### src/rtl/pwmt_pkg.sv
package pwmt_pkg;
   localparam int SEL_W = 3;
   typedef enum logic [SEL_W-1:0] {
      SEL_CNT1 = 3'd0,
      SEL_RELA = 3'd1,
      SEL_RELB = 3'd2,
      SEL_CNT2 = 3'd3,
      SEL_CTRL = 3'd4,
      SEL_CLR  = 3'd5
   } pwmt_sel_e;

   localparam int CTL_TOG  = 0;
   localparam int CTL_INIT = 1;
   localparam int CTL_IEA  = 2;
   localparam int CTL_IEB  = 3;
   localparam int CTL_IET  = 4;
   localparam int CTL_MODE = 5;
   localparam int CTL_W    = 6;

   localparam int FLG_A = 0;
   localparam int FLG_B = 1;
   localparam int FLG_T = 2;
   localparam int NFLG  = 3;
endpackage

### src/rtl/pwmt_down1.sv
// Counter 1: down-counter with alternating A/B reload on underflow.
module pwmt_down1 #(
   parameter int CW = 16
) (
   input  logic          clk,
   input  logic          rst_n,
   input  logic          en,
   input  logic          tick,
   input  logic          ld,
   input  logic [CW-1:0] ld_val,
   input  logic [CW-1:0] rel_a,
   input  logic [CW-1:0] rel_b,
   output logic [CW-1:0] count,
   output logic          uf_a,
   output logic          uf_b
);
   logic use_b;
   logic step;
   logic uf;

   assign step = en & tick & ~ld;
   assign uf   = step & (count == '0);
   assign uf_a = uf & ~use_b;
   assign uf_b = uf & use_b;

   always_ff @(posedge clk or negedge rst_n) begin
      if (!rst_n)     count <= '0;
      else if (ld)    count <= ld_val;
      else if (uf)    count <= use_b ? rel_b : rel_a;
      else if (step)  count <= count - 1'b1;
   end

   // alternation is parked on A whenever counting is not enabled
   always_ff @(posedge clk or negedge rst_n) begin
      if (!rst_n)     use_b <= 1'b0;
      else if (!en)   use_b <= 1'b0;
      else if (uf)    use_b <= ~use_b;
   end
endmodule

### src/rtl/pwmt_down2.sv
// Counter 2: software-loaded down-counter that wraps at zero.
module pwmt_down2 #(
   parameter int CW = 16
) (
   input  logic          clk,
   input  logic          rst_n,
   input  logic          tick,
   input  logic          ld,
   input  logic [CW-1:0] ld_val,
   output logic [CW-1:0] count,
   output logic          uf
);
   assign uf = tick & ~ld & (count == '0);

   always_ff @(posedge clk or negedge rst_n) begin
      if (!rst_n)     count <= '0;
      else if (ld)    count <= ld_val;
      else if (tick)  count <= count - 1'b1;
   end
endmodule

### src/rtl/pwmt_flag.sv
// Pending flag: set wins over write-one clear.
module pwmt_flag (
   input  logic clk,
   input  logic rst_n,
   input  logic set,
   input  logic clr,
   input  logic ien,
   output logic pend,
   output logic irq
);
   always_ff @(posedge clk or negedge rst_n) begin
      if (!rst_n) pend <= 1'b0;
      else        pend <= set | (pend & ~clr);
   end

   assign irq = pend & ien;
endmodule

### src/rtl/pwm_dual_timer.sv
module pwm_dual_timer
   import pwmt_pkg::*;
#(
   parameter int CW = 16
) (
   input  logic                clk,
   input  logic                rst_n,
   input  logic                c1_run,
   input  logic                c1_tick,
   input  logic                c2_tick,
   input  logic                wr_en,
   input  logic [SEL_W-1:0]    wr_sel,
   input  logic [CW-1:0]       wr_data,
   output logic                pwm_out,
   output logic [CW-1:0]       c1_value,
   output logic [CW-1:0]       c2_value,
   output logic [NFLG-1:0]     pend,
   output logic [NFLG-1:0]     irq
);
   if (CW < CTL_W) begin : g_bad_width
      $error("pwm_dual_timer: CW must hold the control field");
   end

   logic [CW-1:0]    rel_a, rel_b;
   logic [CTL_W-1:0] ctrl;
   logic             wr_c1, wr_ra, wr_rb, wr_c2, wr_ctl, wr_clr;
   logic             c1_en, uf_a, uf_b, uf_t, tog_rise;
   logic [NFLG-1:0]  set_v, clr_v, ien_v;

   assign wr_c1  = wr_en && (wr_sel == SEL_CNT1);
   assign wr_ra  = wr_en && (wr_sel == SEL_RELA);
   assign wr_rb  = wr_en && (wr_sel == SEL_RELB);
   assign wr_c2  = wr_en && (wr_sel == SEL_CNT2);
   assign wr_ctl = wr_en && (wr_sel == SEL_CTRL);
   assign wr_clr = wr_en && (wr_sel == SEL_CLR);

   always_ff @(posedge clk or negedge rst_n) begin
      if (!rst_n) begin
         rel_a <= '0;
         rel_b <= '0;
         ctrl  <= '0;
      end else begin
         if (wr_ra)  rel_a <= wr_data;
         if (wr_rb)  rel_b <= wr_data;
         if (wr_ctl) ctrl  <= wr_data[CTL_W-1:0];
      end
   end

   assign c1_en = c1_run & ctrl[CTL_MODE];

   pwmt_down1 #(.CW(CW)) u_c1 (
      .clk    (clk),
      .rst_n  (rst_n),
      .en     (c1_en),
      .tick   (c1_tick),
      .ld     (wr_c1),
      .ld_val (wr_data),
      .rel_a  (rel_a),
      .rel_b  (rel_b),
      .count  (c1_value),
      .uf_a   (uf_a),
      .uf_b   (uf_b)
   );

   pwmt_down2 #(.CW(CW)) u_c2 (
      .clk    (clk),
      .rst_n  (rst_n),
      .tick   (c2_tick),
      .ld     (wr_c2),
      .ld_val (wr_data),
      .count  (c2_value),
      .uf     (uf_t)
   );

   assign set_v = {uf_t, uf_b, uf_a};
   assign clr_v = wr_clr ? wr_data[NFLG-1:0] : '0;
   assign ien_v = {ctrl[CTL_IET], ctrl[CTL_IEB], ctrl[CTL_IEA]};

   for (genvar g = 0; g < NFLG; g++) begin : g_flag
      pwmt_flag u_f (
         .clk   (clk),
         .rst_n (rst_n),
         .set   (set_v[g]),
         .clr   (clr_v[g]),
         .ien   (ien_v[g]),
         .pend  (pend[g]),
         .irq   (irq[g])
      );
   end

   assign tog_rise = wr_ctl & wr_data[CTL_TOG] & ~ctrl[CTL_TOG];

   always_ff @(posedge clk or negedge rst_n) begin
      if (!rst_n)                                pwm_out <= 1'b0;
      else if (tog_rise)                         pwm_out <= wr_data[CTL_INIT];
      else if (ctrl[CTL_TOG] && (uf_a || uf_b))  pwm_out <= ~pwm_out;
   end
endmodule

### config.mk
export PLATFORM = sky130hd
export DESIGN_NAME = pwm_dual_timer
export DESIGN_NICKNAME = d
export VERILOG_FILES = /design/src/rtl/pwmt_pkg.sv /design/src/rtl/pwmt_down1.sv /design/src/rtl/pwmt_down2.sv /design/src/rtl/pwmt_flag.sv /design/src/rtl/pwm_dual_timer.sv
export SDC_FILE = /design/constraint.sdc
export NUM_CORES = 1
export LEC_CHECK = 0
export ABC_AREA = 0
export BUFFER_PORTS_ARGS = -buffer_cell sky130_fd_sc_hd__buf_2
export CAP_MARGIN = 10
export CELL_PAD_IN_SITES_DETAIL_PLACEMENT = 1
export CELL_PAD_IN_SITES_GLOBAL_PLACEMENT = 1
export CORE_ASPECT_RATIO = 1.2
export CORE_MARGIN = 5
export CORE_UTILIZATION = 48
export DETAILED_ROUTE_END_ITERATION = 7
export MAX_ROUTING_LAYER = met4
export PLACE_DENSITY = 0.95
export SYNTH_ARGS = -nofsm -noshare
export SYNTH_HDL_FRONTEND = slang
export SYNTH_SLANG_ARGS = --single-unit
### constraint.sdc
create_clock -name clk -period 5.3 [get_ports clk]
set_clock_uncertainty 0.15 [all_clocks]
set_input_delay 0.265 -clock clk [delete_from_list [all_inputs] [get_ports clk]]
set_output_delay 0.265 -clock clk [all_outputs]
set_load 0.01 [all_outputs]
== Word level (Yosys, flattened, before mapping) ==
Index checks and enable logic that the tools add are counted.
Storage, ports and cells
  bits of input ports: 25
  flip-flop bits (word level): 75
  logic and storage cells: 70
  output and inout port bits: 39
Operators by class
  equality and inequality tests: 6
  reduce and logical (&&, ||, !) cells: 14
  add/subtract/negate cells: 2
  multiplexer cells: 11
  bitwise logic cells: 27
Operators by type and width (count)
  $mux 16: 6
  $logic_not 16->1: 2
  $sub 16x1->16 const B: 2
  $and 1x1->1: 16
  $not 1->1: 8
  $logic_and 1x1->1: 7
  $eq 3x2->1 const B: 2
  $eq 3x3->1 const B: 2
  $mux 1: 4
  $reduce_bool 2->1: 2
  $eq 3x1->1 const B: 1
  $logic_not 3->1: 1
  $mux 3: 1
  $or 1x1->1: 3
  $reduce_bool 3->1: 1
  $ne 2x2->1 const B: 1
  $logic_or 1x1->1: 1

== Depth between registers and ports, before layout ==
Gate-level depths: netlist of run 1.
  depth after elaboration: 10
  mapped depth: 8
  depth with buffers taken out: 7

== Modules after synthesis ==
A second synthesis of run 1 with hierarchy kept.
Unflattened totals
  cell total of the unflattened synthesis: 377
  area, all modules: 4070.2 um^2
Modules (own cells, without submodules)
  pwm_dual_timer: instances 1, cells an instance 95, area an instance 1549.0 um^2, seq. area each 950.9 um^2
  pwmt_down1: instances 1, cells an instance 173, area an instance 1471.4 um^2, seq. area each 425.4 um^2
  pwmt_down2: instances 1, cells an instance 97, area an instance 922.1 um^2, seq. area each 400.4 um^2
  pwmt_flag: instances 3, cells an instance 4, area an instance 42.5 um^2, seq. area each 25.0 um^2

== Least setup slack after synthesis of run 1 ==
OpenSTA, ideal clock, no wires.
  kind: register -> register
  start point: register u_c1.count[0]
  end point: register u_c1.count[11]
  stages on the path, launching flop included: 9
  clock period less this slack: 2.374 ns
  buffers on the path: 1
  data required time: 5.015 ns
  path slack: 2.926 ns
  arrival: 2.090 ns
  setup time: 0.135 ns
  path through: dfrtp_1 -> inv_1 -> ha_1 -> nor3b_2 -> nand4b_4 -> or3_1 -> buf_6 -> a2111oi_2 -> a211oi_1
Between the ends
  longest elaborated chain between the ends: 4
  elaborated cells between the ends (all ways): 7
  those cells by class: add/sub (1); mux (3); bitwise (1); reduce/logical (2)
RTL lines
  start, declared: line pwmt_down1.sv:13  | output logic [CW-1:0] count,
  start signal, assigned: line pwmt_down1.sv:28  | else if (ld) count <= ld_val;
  start signal, assigned: line pwmt_down1.sv:29  | else if (uf) count <= use_b ? rel_b : rel_a;
  start signal, assigned: line pwmt_down1.sv:30  | else if (step) count <= count - 1'b1;
  $sub 16x1->16 / $logic_not 16->1 (equally long branches): line pwmt_down1.sv:30, pwmt_down1.sv:22
  $mux 16 / $and 1x1->1 (equally long branches): line pwmt_down1.sv:30, pwmt_down1.sv:22
  $mux 16: line pwmt_down1.sv:29
  $mux 16: line pwmt_down1.sv:28
Several ways; a longest one is shown, not always the timed one. The select of a mux whose other input is x is not followed.
A chain may end at the register's enable or synchronous reset.

== Worst setup path in the final report of run 1 ==
  start point: register u_c1.count[0]
  end point: register u_c1.count[1]
Same word-level chain as after synthesis.

==> results of run 1 <==
-- sequential cells by signal (all words and copies together), names as in the netlist --
| name | count |
|---|---|
| pwm_out | 1 |
| g_flag.u_f.pend | 3 |
| rel_b | 16 |
| rel_a | 16 |
| ctrl | 5 |
| u_c1.use_b | 1 |
| u_c1.count | 16 |
| u_c2.count | 16 |
-- routing by layer --
metal	vias to the layer above	track usage
met5	-	-
met4	0	0.108
met3	17	0.0329
met2	94	0.398
met1	1592	0.269
li1	1400	-
-- area by class of cell --
type	count	share of cell area
Clock buffer	10	0.0286
Clock inverter	5	0.0126
Inverter	4	0.00337
Multi-Input combinational cell	258	0.435
Sequential cell	74	0.415
Tap cell	95	0.0267
Timing Repair Buffer	67	0.0780
-- stage by stage --
stage	util	setup slack, ps	cell area [sq um]	cells
floorplan	-	2930	3960	358
global placement	0.526	2720	4270	497
detailed placement	0.526	2600	4270	497
CTS	0.550	2570	4460	513
global route	0.550	2360	4460	513
finish	0.550	2570	4460	513
-- repair_timing --
item	in CTS	in global routing
hold buffers	1	0
buffers inserted	0	0
hold endpoints to repair	11	0
-- layout by cell type, fill, tap and decap left out, types with 3 or more instances in the layout --
master,n
a2111oi_2,5
or3_1,3
nor2_1,33
dfrtp_1,74
mux2i_1,12
nor3b_1,3
a21oi_1,22
mux2_2,41
nor3_1,9
and3_1,4
nor2b_1,3
o21ai_0,5
a211oi_1,4
buf_4,3
buf_2,63
and2b_2,3
xor2_1,18
nand2_1,19
xnor2_1,10
inv_1,4
ha_1,3
nand3_1,10
o22ai_1,5
or4_1,3
clkbuf_8,9
nor4_1,7
and2_1,3
-- worst paths after layout --
check,end,cells after the start,slack (ps),startpoint
hold / removal,rel_a[8],2,50,wr_data[8]
setup / recovery,u_c1.count[1],7,2570,u_c1.count[0]
setup reg to reg,u_c1.count[1],7,2570,u_c1.count[0]
max in group asynchronous,rel_b[15],3,3860,rst_n
min in group asynchronous,ctrl[3],3,510,rst_n
hold reg to reg,pwm_out,1,330,ctrl[0]
-- kinds of logic (layout without fill, tap and decap cells) --
group	count (synthesis)	count (layout)	synth area share
xor+xnor	28	28	0.0619
buf+inv	26	86	0.0436
compound gates	56	56	0.0997
flops	74	74	0.467
simple gates	118	118	0.171
fa+ha+maj	3	3	0.00947
mux	53	53	0.147
-- worst max-delay path, delay by kind of cell (launching register included) --
family                     cells  cell delay, ps
AOI/OAI and AO/OA              1             150
and+or+nand+nor                3            1170
buffers and inverters          1             110
muxes                          1             410
DFF                            1             430
adders and majority gates      1             240
-- power by group through the flow --
stage          Clock, uW  Sequential [uW]  Combinational [uW]
2_1_floorplan          0              903                 309
3_3_place_gp           0              896                 512
3_5_place_dp           0              915                 539
4_1_cts              436              905                 545
5_1_grt              460              931                 592
6_report             424              908                 540
==> results by group, run 1 <==
CTS
  • TritonCTS clock tree: done
  • Number of CTS-inserted buffers: 9
  • Clock slew at reported path FFs: approximately 80 ps
  • H-tree levels: 3
  • CTS sink cnt: 74
  • Clock Path Buffers: 2
  • Worst skew pair latency: between 300 and 400 ps
  • Count of cells resized by post-cts repair: 0
  • Root buffer selected by CTS: clkbuf_8

Hold path
  • Worst Hold Class: in -> reg

Synthesis
  • Number of nets in the synthesized netlist: 386
  • Syn Std Cell Area: about 0.004 sq mm
  • Proportion of register bits with asynchronous set or reset after synthesis: 1.00
  • EDFF count, synth: 0
  • Dominant cell by count in the synthesized netlist: dfrtp_1
  • Synthesized flop and latch total: between 70 and 80
  • Share of the synthesized area in the top cell type: 0.467
  • Mean post-synth cell area: 11.1 sq um
  • Proportion of synthesized chip area in sequential cells: 0.467
  • Top cells by instance count after synthesis: dfrtp_1, mux2_2, nor2_1
  • Yosys warning count: 0
  • Cell type with the highest aggregate area in the netlist: dfrtp_1
  • Distinct cell type count of the synthesized netlist: 53
  • Top area cells in the synthesized netlist: dfrtp_1, mux2_2, xor2_1
  • Cell count after synthesis: about 360
  • Most common flop cell mapped by yosys: dfrtp_1

Drt
  • Via density: 6.05
  • Post-route DRC: 0
  • Post-DR wirelength/cell: approximately 21 microns
  • Post-Route WL: 10900 microns
  • Top routing layer in use: met4
  • 1st-iter DRT viols: between 150 and 200
  • Met1 Routed Length: ~4400 microns
  • Detailed-routed wire length on met2: between 5000 and 6000 microns
  • First-pass detailed-route iteration total: 4
  • Total vias in the final route: around 3100
  • Routed wl met3: roughly 450 microns
  • Antenna Nets Post-Route: 0

Setup path
  • CP max-delay cell: nor3_4
  • Critical-path cell list: inv_1 -> ha_1 -> nor3b_2 -> nand4b_4 -> nor3_4 -> mux2_2 -> o21ai_0
  • Max Fanout on Critical Path: 14
  • Nature of the critical path endpoint: flop
  • Worst Setup Path Type: reg -> reg
  • CP max stage delay: between 600 and 700 ps
  • Arrival time of data at the critical path endpoint: 2850 ps
  • Launching element type of the critical path: flop
  • Required time at the endpoint of the critical path: 5420 ps

Place
  • DP Wirelength: approximately 7900 microns
  • Routability cong.: approximately 0.86
  • Port Buffers: 63

Power and ir drop
  • Logic gate share of total power: 0.289
  • Switching power summed over all nets: roughly 680 uW
  • Net Sw Frac: 0.363
  • Final total power: 1870 uW
  • Pwr/cell area: 420 mW/mm^2
  • Static Leak: around 0.0019 uW
  • Power share of the clock group: 0.226
  • Register share of total power: 0.485
  • Cell internal power dissipation: ~1200 uW
  • Worst IR drop on VDD: ~0.19 mV

Final layout
  • Fillers: between 900 and 1000
  • Multi-input gate area: 0.00194 sq mm
  • Seq. cell area: 0.00185 sq mm
  • Fraction of final layout cells with drive strength greater than 1: 0.328
  • Signed area change from the synthesized netlist to the final layout: 12.5%
  • Net count reported at finish: 442
  • Diodes inserted: 0

Die
  • Die outline width: roughly 93 microns
  • Starting utilization of the core area: 0.489
  • Top-level port count: 64
  • Floorplan die height: about 110 microns
  • Placement row count: 36
  • Total Die Area: between 0.01 and 0.015 sq mm
  • Core area: a little over 0.008 sq mm

GRT
  • Maximum number of pins on one net before global-route repair: 75
  • First-pass GRT wire length: between 15000 and 20000 microns
  • GR Overflow Total: 0
  • Number of global-route vias before repair: between 3000 and 4000
  • Number of antenna violations at the first check in global routing: 0
  • Total global routing track utilization: 0.231

STA
  • Worst slew margin relative to its limit: 0.253
  • Sum Neg Setup Slack: 0 ps
  • Min Hold Slack: between 40 and 50 ps
  • Worst slew pin tran: between 1000 and 1500 ps
  • RSZ-0062 raised after global routing: no
  • Pins Over Slew Limit: 0
  • Post-layout min period: ~2700 ps
  • Fmax: between 0.3 and 0.4 GHz
  • Number of setup violations in the final report: 0
  • Post-route clock period utilization: 0.516
  • Hold violation total from the final report: 0

Run status
  • Run status: completed

Flow run
  • Max-cap violations: 0
No activity file was read; power rests on OpenSTA's default activity.
==> run 2: changes to the inputs <==
--- a/config.mk
+++ b/config.mk
@@ -12,10 +12,10 @@
 export CELL_PAD_IN_SITES_GLOBAL_PLACEMENT = 1
 export CORE_ASPECT_RATIO = 1.2
 export CORE_MARGIN = 5
-export CORE_UTILIZATION = 48
+export CORE_UTILIZATION = 40
 export DETAILED_ROUTE_END_ITERATION = 7
 export MAX_ROUTING_LAYER = met4
-export PLACE_DENSITY = 0.95
+export PLACE_DENSITY = 0.88
 export SYNTH_ARGS = -nofsm -noshare
 export SYNTH_HDL_FRONTEND = slang
 export SYNTH_SLANG_ARGS = --single-unit
==> constraint.sdc (replaced) <==
create_clock -name clk -period 2.45 [get_ports clk]
set_clock_uncertainty 0.15 [all_clocks]
set_input_delay 0.1225 -clock clk [delete_from_list [all_inputs] [get_ports clk]]
set_output_delay 0.1225 -clock clk [all_outputs]
set_load 0.01 [all_outputs]
==> run 2 against run 1 <==
Net effect:
- the flow now finishes with violations (setup timing)
- critical path depth is 2 higher
- die area is 18% higher
- global-route usage is 0.83 points lower
- highest routed layer unchanged
- first-iteration DRC count is 57% higher
- largest cell class unchanged
- critical endpoint is now u_c1.count[11]
- combinational power grew to 2.6 times the previous value
==> results by group, run 2 (same netlist as run 1, synthesis figures left out) <==
Die
  • Top-level port count: 64 (unchanged)
  • Floorplan die height: 119 microns (was 110 microns)
  • Die outline width: 101 microns (was 93.0 microns)
  • Total Die Area: 0.0120 sq mm (was 0.0102 sq mm)
  • Placement row count: 39 (was 36)
  • Starting utilization of the core area: 0.412 (was 0.489)
  • Core area: 0.00961 sq mm (was 0.00811 sq mm)

Power and ir drop
  • Pwr/cell area: 956 mW/mm^2 (was 420 mW/mm^2)
  • Final total power: 4780 uW (was 1870 uW)
  • Worst IR drop on VDD: 0.375 mV (was 0.193 mV)
  • Static Leak: 0.00212 uW (was 0.00187 uW)

CTS
  • Clock Path Buffers: 2 (unchanged)
  • Root buffer selected by CTS: clkbuf_16 (was clkbuf_8)
  • H-tree levels: 3 (unchanged)
  • Worst skew pair latency: 350 ps (was 360 ps)
  • CTS sink cnt: 74 (unchanged)
  • Number of CTS-inserted buffers: 9 (unchanged)
  • TritonCTS clock tree: done (unchanged)
  • Clock slew at reported path FFs: 70 ps (was 80 ps)

Run status
  • Violations in the final reports: setup timing
  • Run status: complete, but fails checks (was completed)

Final layout
  • Signed area change from the synthesized netlist to the final layout: 26.2% (was 12.5%)
  • Commonest non-fill, non-tap cells in the layout: dfrtp_1, buf_2, mux2_2 (unchanged)
  • Leading cell type in the layout, fill and taps excluded: dfrtp_1 (unchanged)
  • Fillers: 1047 (was 921)
  • Fraction of final layout cells with drive strength greater than 1: 0.354 (was 0.328)
  • Post-Layout Cell Count: 581 (was 513)
  • Net count reported at finish: 481 (was 442)
  • Diodes inserted: 0 (unchanged)

STA
  • Worst slew pin tran: 658 ps (was 1120 ps)
  • Final worst setup slack: -22.0 ps (was 2570 ps)
  • Post-layout min period: 2470 ps (was 2730 ps)
  • Number of setup violations in the final report: 1 (was 0)
  • Fmax: 0.405 GHz (was 0.366 GHz)
  • Pins Over Slew Limit: 0 (unchanged)
  • Post-route clock period utilization: 1.01 (was 0.516)
  • Hold violation total from the final report: 0 (unchanged)
  • Worst slew margin relative to its limit: 0.560 (was 0.253)

Place
  • Placed Cells incl. Taps: 547 (was 497)
  • DP Wirelength: 8600 microns (was 7890 microns)
  • Routability cong.: 0.905 (was 0.856)
  • Port Buffers: 63 (unchanged)

GRT
  • First-pass GRT wire length: 20100 microns (was 17500 microns)
  • GR Overflow Total: 0 (unchanged)
  • Number of antenna violations at the first check in global routing: 0 (unchanged)
  • Number of global-route vias before repair: 3646 (was 3304)
  • Maximum number of pins on one net before global-route repair: 40 (was 75)
  • Total global routing track utilization: 0.223 (was 0.231)

Flow run
  • Max-cap violations: 0 (unchanged)

Setup path
  • Launching element type of the critical path: flop (unchanged)
  • Arrival time of data at the critical path endpoint: 2540 ps (was 2850 ps)
  • Required time at the endpoint of the critical path: 2520 ps (was 5420 ps)
  • Worst Setup Path Type: reg -> reg (unchanged)
  • Max Fanout on Critical Path: 9 (was 14)
  • Nature of the critical path endpoint: flop (unchanged)

Drt
  • Post-DR wirelength/cell: 22.5 microns (was 21.2 microns)
  • 1st-iter DRT viols: 250 (was 159)
  • Post-route DRC: 0 (unchanged)
  • Via density: 5.76 (was 6.05)
  • Antenna Nets Post-Route: 0 (unchanged)
  • Post-Route WL: 13100 microns (was 10900 microns)
  • Total vias in the final route: 3344 (was 3103)
  • First-pass detailed-route iteration total: 4 (unchanged)

Hold path
  • Worst Hold Class: in -> reg (unchanged)
-- run 2: cell types whose count changed in the layout (fill, tap and decap cells not counted), moves of 8 or more --
cell	before	now
buf_4	3	24
clkbuf_16	0	9
clkbuf_8	9	1
dlygate4sd3_1	1	17
-- run 2: repair_timing --
item                                   CTS  global route
setup buffers                            0             1
pin swaps                                0             1
gates resized for setup                  1             5
endpoints found under the hold margin  120             0
setup endpoints to repair                3             9
hold buffers                            17             0
-- run 2: routing by layer --
layer	GRT usage	routed length [microns]
met1	0.263	5140
met2	0.373	6820
met3	0.0316	580
met4	0.103	553
met5	-	0
-- run 2: final timing paths --
kind                                     from             end  slack (ps)  depth (start not counted)
worst min register to register        ctrl[0]         pwm_out         350                          1
max in group asynchronous               rst_n       rel_a[10]        1460                          3
worst max-delay path            u_c1.count[1]  u_c1.count[11]         -20                          9
worst min-delay path               wr_data[1]        rel_a[1]           7                          2
worst max register to register  u_c1.count[1]  u_c1.count[11]         -20                          9
min in group asynchronous               rst_n        rel_b[8]         220                          3
-- run 2: report_power, final --
group	total (uW)	internal, uW	switching (uW)
clock network	1450	917	531
logic	1380	657	720
registers	1960	1550	407
-- run 2: area by class of cell --
type | instances | area (sq um) | area share
Timing Repair Buffer | 106 | 697 | 0.139
Clock inverter | 5 | 77.6 | 0.0155
Tap cell | 123 | 154 | 0.0308
Multi-Input combinational cell | 258 | 1960 | 0.392
Sequential cell | 74 | 1850 | 0.370
Clock buffer | 11 | 243 | 0.0485
Inverter | 4 | 15.0 | 0.00300
-- run 2: critical path: stages (launching register included) --
cell	delay [ps]
dfrtp_2	440
inv_1	90
ha_1	200
nor3b_4	280
nand4b_4	130
buf_4	180
nor3_4	270
buf_6	200
nor2_1	80
a211oi_1	320
-- run 2: through the flow --
stage | hold slack, ps | utilization | setup slack [ps] | cell area (sq um) | setup TNS, ps
global placement | -216 | 0.466 | 192 | 4480 | 0
CTS | 3.29 | 0.517 | 37.1 | 4970 | 0
global route | 12.8 | 0.520 | -118 | 5000 | -199
floorplan | -323 | - | 75.6 | 3960 | 0
finish | 7.48 | 0.520 | -22.0 | 5000 | -22.0
detailed placement | -213 | 0.466 | 52.3 | 4480 | 0
==> run 3: changes to the inputs <==
--- a/config.mk
+++ b/config.mk
@@ -12,10 +12,12 @@
 export CELL_PAD_IN_SITES_GLOBAL_PLACEMENT = 1
 export CORE_ASPECT_RATIO = 1.2
 export CORE_MARGIN = 5
-export CORE_UTILIZATION = 40
+export CORE_UTILIZATION = 48
 export DETAILED_ROUTE_END_ITERATION = 7
+export GPL_ROUTABILITY_DRIVEN = 0
 export MAX_ROUTING_LAYER = met4
-export PLACE_DENSITY = 0.88
+export PLACE_DENSITY = 0.95
+export SKIP_LAST_GASP = 1
 export SYNTH_ARGS = -nofsm -noshare
 export SYNTH_HDL_FRONTEND = slang
 export SYNTH_SLANG_ARGS = --single-unit
==> constraint.sdc (replaced) <==
create_clock -name clk -period 3.2 [get_ports clk]
set_clock_uncertainty 0.15 [all_clocks]
set_input_delay 0.16 -clock clk [delete_from_list [all_inputs] [get_ports clk]]
set_output_delay 0.16 -clock clk [all_outputs]
set_load 0.01 [all_outputs]
==> run 3 against run 2 <==
Net effect:
- the flow now finishes without violations
- sequential share of layout area rose by 2.6 points
- power fell by 34%
- clock power fell by 50%
- critical path depth fell by 2
- highest routed layer unchanged
==> results by group, run 3 (same netlist as run 1, synthesis figures left out) <==
Run status
  • Run status: completed (was complete, but fails checks)

Drt
  • Antenna Nets Post-Route: 0 (unchanged)
  • 1st-iter DRT viols: 207 (was 250)
  • First-pass detailed-route iteration total: 5 (was 4)
  • Via density: 6.02 (was 5.76)
  • Post-DR wirelength/cell: 21.3 microns (was 22.5 microns)
  • Post-Route WL: 11400 microns (was 13100 microns)
  • Post-route DRC: 0 (unchanged)
  • Total vias in the final route: 3214 (was 3344)

Setup path
  • Setup slack of the most critical reg-to-reg path: 450 ps (was -20 ps)
  • Required time at the endpoint of the critical path: 3270 ps (was 2520 ps)
  • Arrival time of data at the critical path endpoint: 2820 ps (was 2540 ps)
  • Capture point of the worst reg-to-reg path: u_c1.count[15] (was u_c1.count[11])
  • Nature of the critical path endpoint: flop (unchanged)
  • Worst Setup Path Type: reg -> reg (unchanged)
  • Start of the worst register-to-register path: u_c1.count[0] (was u_c1.count[1])
  • Max Fanout on Critical Path: 7 (was 9)
  • Launching element type of the critical path: flop (unchanged)
  • Logic depth of the worst register-to-register path: 7 (was 9)

GRT
  • GR Overflow Total: 0 (unchanged)
  • Total global routing track utilization: 0.243 (was 0.223)
  • Number of antenna violations at the first check in global routing: 0 (unchanged)
  • First-pass GRT wire length: 18600 microns (was 20100 microns)
  • Number of global-route vias before repair: 3489 (was 3646)
  • Maximum number of pins on one net before global-route repair: 75 (was 40)

Power and ir drop
  • Static Leak: 0.00196 uW (was 0.00212 uW)
  • Register share of total power: 0.476 (was 0.410)
  • Cell internal power dissipation: 2000 uW (was 3130 uW)
  • Net Sw Frac: 0.366 (was 0.346)
  • Power share of the clock group: 0.230 (was 0.303)
  • Switching power summed over all nets: 1150 uW (was 1660 uW)
  • Worst IR drop on VDD: 0.237 mV (was 0.375 mV)
  • Final total power: 3150 uW (was 4780 uW)
  • Logic gate share of total power: 0.294 (was 0.288)
  • Pwr/cell area: 674 mW/mm^2 (was 956 mW/mm^2)

Final layout
  • Net count reported at finish: 462 (was 481)
  • Signed area change from the synthesized netlist to the final layout: 17.8% (was 26.2%)
  • Diodes inserted: 0 (unchanged)
  • Fraction of final layout cells with drive strength greater than 1: 0.323 (was 0.354)
  • Commonest non-fill, non-tap cells in the layout: dfrtp_1, buf_2, mux2_2 (unchanged)
  • Final design area excluding fillers: 0.00467 sq mm (was 0.00500 sq mm)
  • Multi-input gate area: 0.00194 sq mm (was 0.00196 sq mm)
  • Fillers: 887 (was 1047)
  • Leading cell type in the layout, fill and taps excluded: dfrtp_1 (unchanged)
  • Seq. cell area: 0.00185 sq mm (about the same)

Die
  • Starting utilization of the core area: 0.489 (was 0.412)
  • Total Die Area: 0.0102 sq mm (was 0.0120 sq mm)
  • Floorplan die height: 110 microns (was 119 microns)
  • Core area: 0.00811 sq mm (was 0.00961 sq mm)
  • Die outline width: 93.0 microns (was 101 microns)
  • Top-level port count: 64 (unchanged)
  • Placement row count: 36 (was 39)

Hold path
  • Worst Hold Class: in -> reg (unchanged)
  • Number of cells traversed by the worst hold path: 3 (was 2)
  • Worst min-delay path startpoint: wr_data[0] (was wr_data[1])
  • End point of the most critical hold path: u_c2.count[0] (was rel_a[1])

CTS
  • Clock slew at reported path FFs: 80 ps (was 70 ps)
  • Worst skew pair latency: 350 ps (about the same)
  • Count of cells resized by post-cts repair: 0 (was 1)
  • Number of CTS-inserted buffers: 9 (unchanged)
  • H-tree levels: 3 (unchanged)
  • Root buffer selected by CTS: clkbuf_8 (was clkbuf_16)
  • CTS sink cnt: 74 (unchanged)
  • Post-CTS Hold Buffers: 16 (was 17)
  • Number of setup buffers added after CTS: 0 (unchanged)
  • Clock Path Buffers: 2 (unchanged)
  • TritonCTS clock tree: done (unchanged)

STA
  • Post-route clock period utilization: 0.858 (was 1.01)
  • Number of setup violations in the final report: 0 (was 1)
  • Hold violation total from the final report: 0 (unchanged)
  • Sum Neg Setup Slack: 0 ps (was -22.0 ps)
  • Fmax: 0.364 GHz (was 0.405 GHz)
  • Post-layout min period: 2750 ps (was 2470 ps)
  • RSZ-0062 raised after global routing: no
  • Min Hold Slack: 25.6 ps (was 7.48 ps)
  • Worst slew pin tran: 914 ps (was 658 ps)
  • Worst slew margin relative to its limit: 0.391 (was 0.560)
  • Pins Over Slew Limit: 0 (unchanged)

Place
  • Port Buffers: 63 (unchanged)
  • Instance area after placement: 0.00431 sq mm (was 0.00448 sq mm)
  • DP Wirelength: 8090 microns (was 8600 microns)

Flow run
  • Max-cap violations: 0 (unchanged)
## run 3: power groups by stage
stage | registers (uW) | clock network [uW] | logic (uW)
after CTS | 1490 | 740 | 937
after global routing | 1540 | 780 | 1010
after detailed placement | 1510 | 0 | 907
final | 1500 | 726 | 925
after floorplan | 1490 | 0 | 512
after global placement | 1470 | 0 | 859
## run 3: layout make-up
class / instances / share of cell area
clock buffer: 10 / 0.0273
tap: 95 / 0.0255
sequential: 74 / 0.397
multi-input combinational: 258 / 0.415
timing repair buffer: 87 / 0.117
clock inverter: 6 / 0.0145
inverter: 4 / 0.00322
## run 3: routing by layer
layer / global-route usage / vias to the layer above / part of all wire
met1: 0.280 / 1626 / 0.39
met4: 0.0901 / 0 / 0.024
met3: 0.0287 / 22 / 0.051
met2: 0.437 / 116 / 0.54
met5: - / - / 0
li1: - / 1450 / -
## run 3: through the flow
stage / std cells / util / worst slack (ps)
floorplan: 358 / - / 826
global placement: 502 / 0.532 / 692
detailed placement: 502 / 0.532 / 496
CTS: 534 / 0.576 / 459
global route: 534 / 0.576 / 336
finish: 534 / 0.576 / 453
## run 3: critical path, stage by stage (launching register included)
cell and delay, ps:
dfrtp_1 440, inv_1 130, ha_1 260, nor3b_2 350
nand4b_4 220, or3_1 620, a2111oi_2 340, a211oi_1 110
## run 3: how the worst max path moves through the flow
stage | cells after the start | from | slack (ps) | endpoint
2_1_floorplan | 8 | u_c1.count[0] | 830 | u_c1.count[11]
3_3_place_gp | 7 | u_c1.count[0] | 690 | u_c1.count[13]
3_5_place_dp | 7 | u_c1.count[0] | 500 | u_c1.count[15]
4_1_cts | 7 | u_c1.count[0] | 460 | u_c1.count[15]
5_1_grt | 7 | u_c1.count[0] | 340 | u_c1.count[15]
6_report | 7 | u_c1.count[0] | 450 | u_c1.count[15]
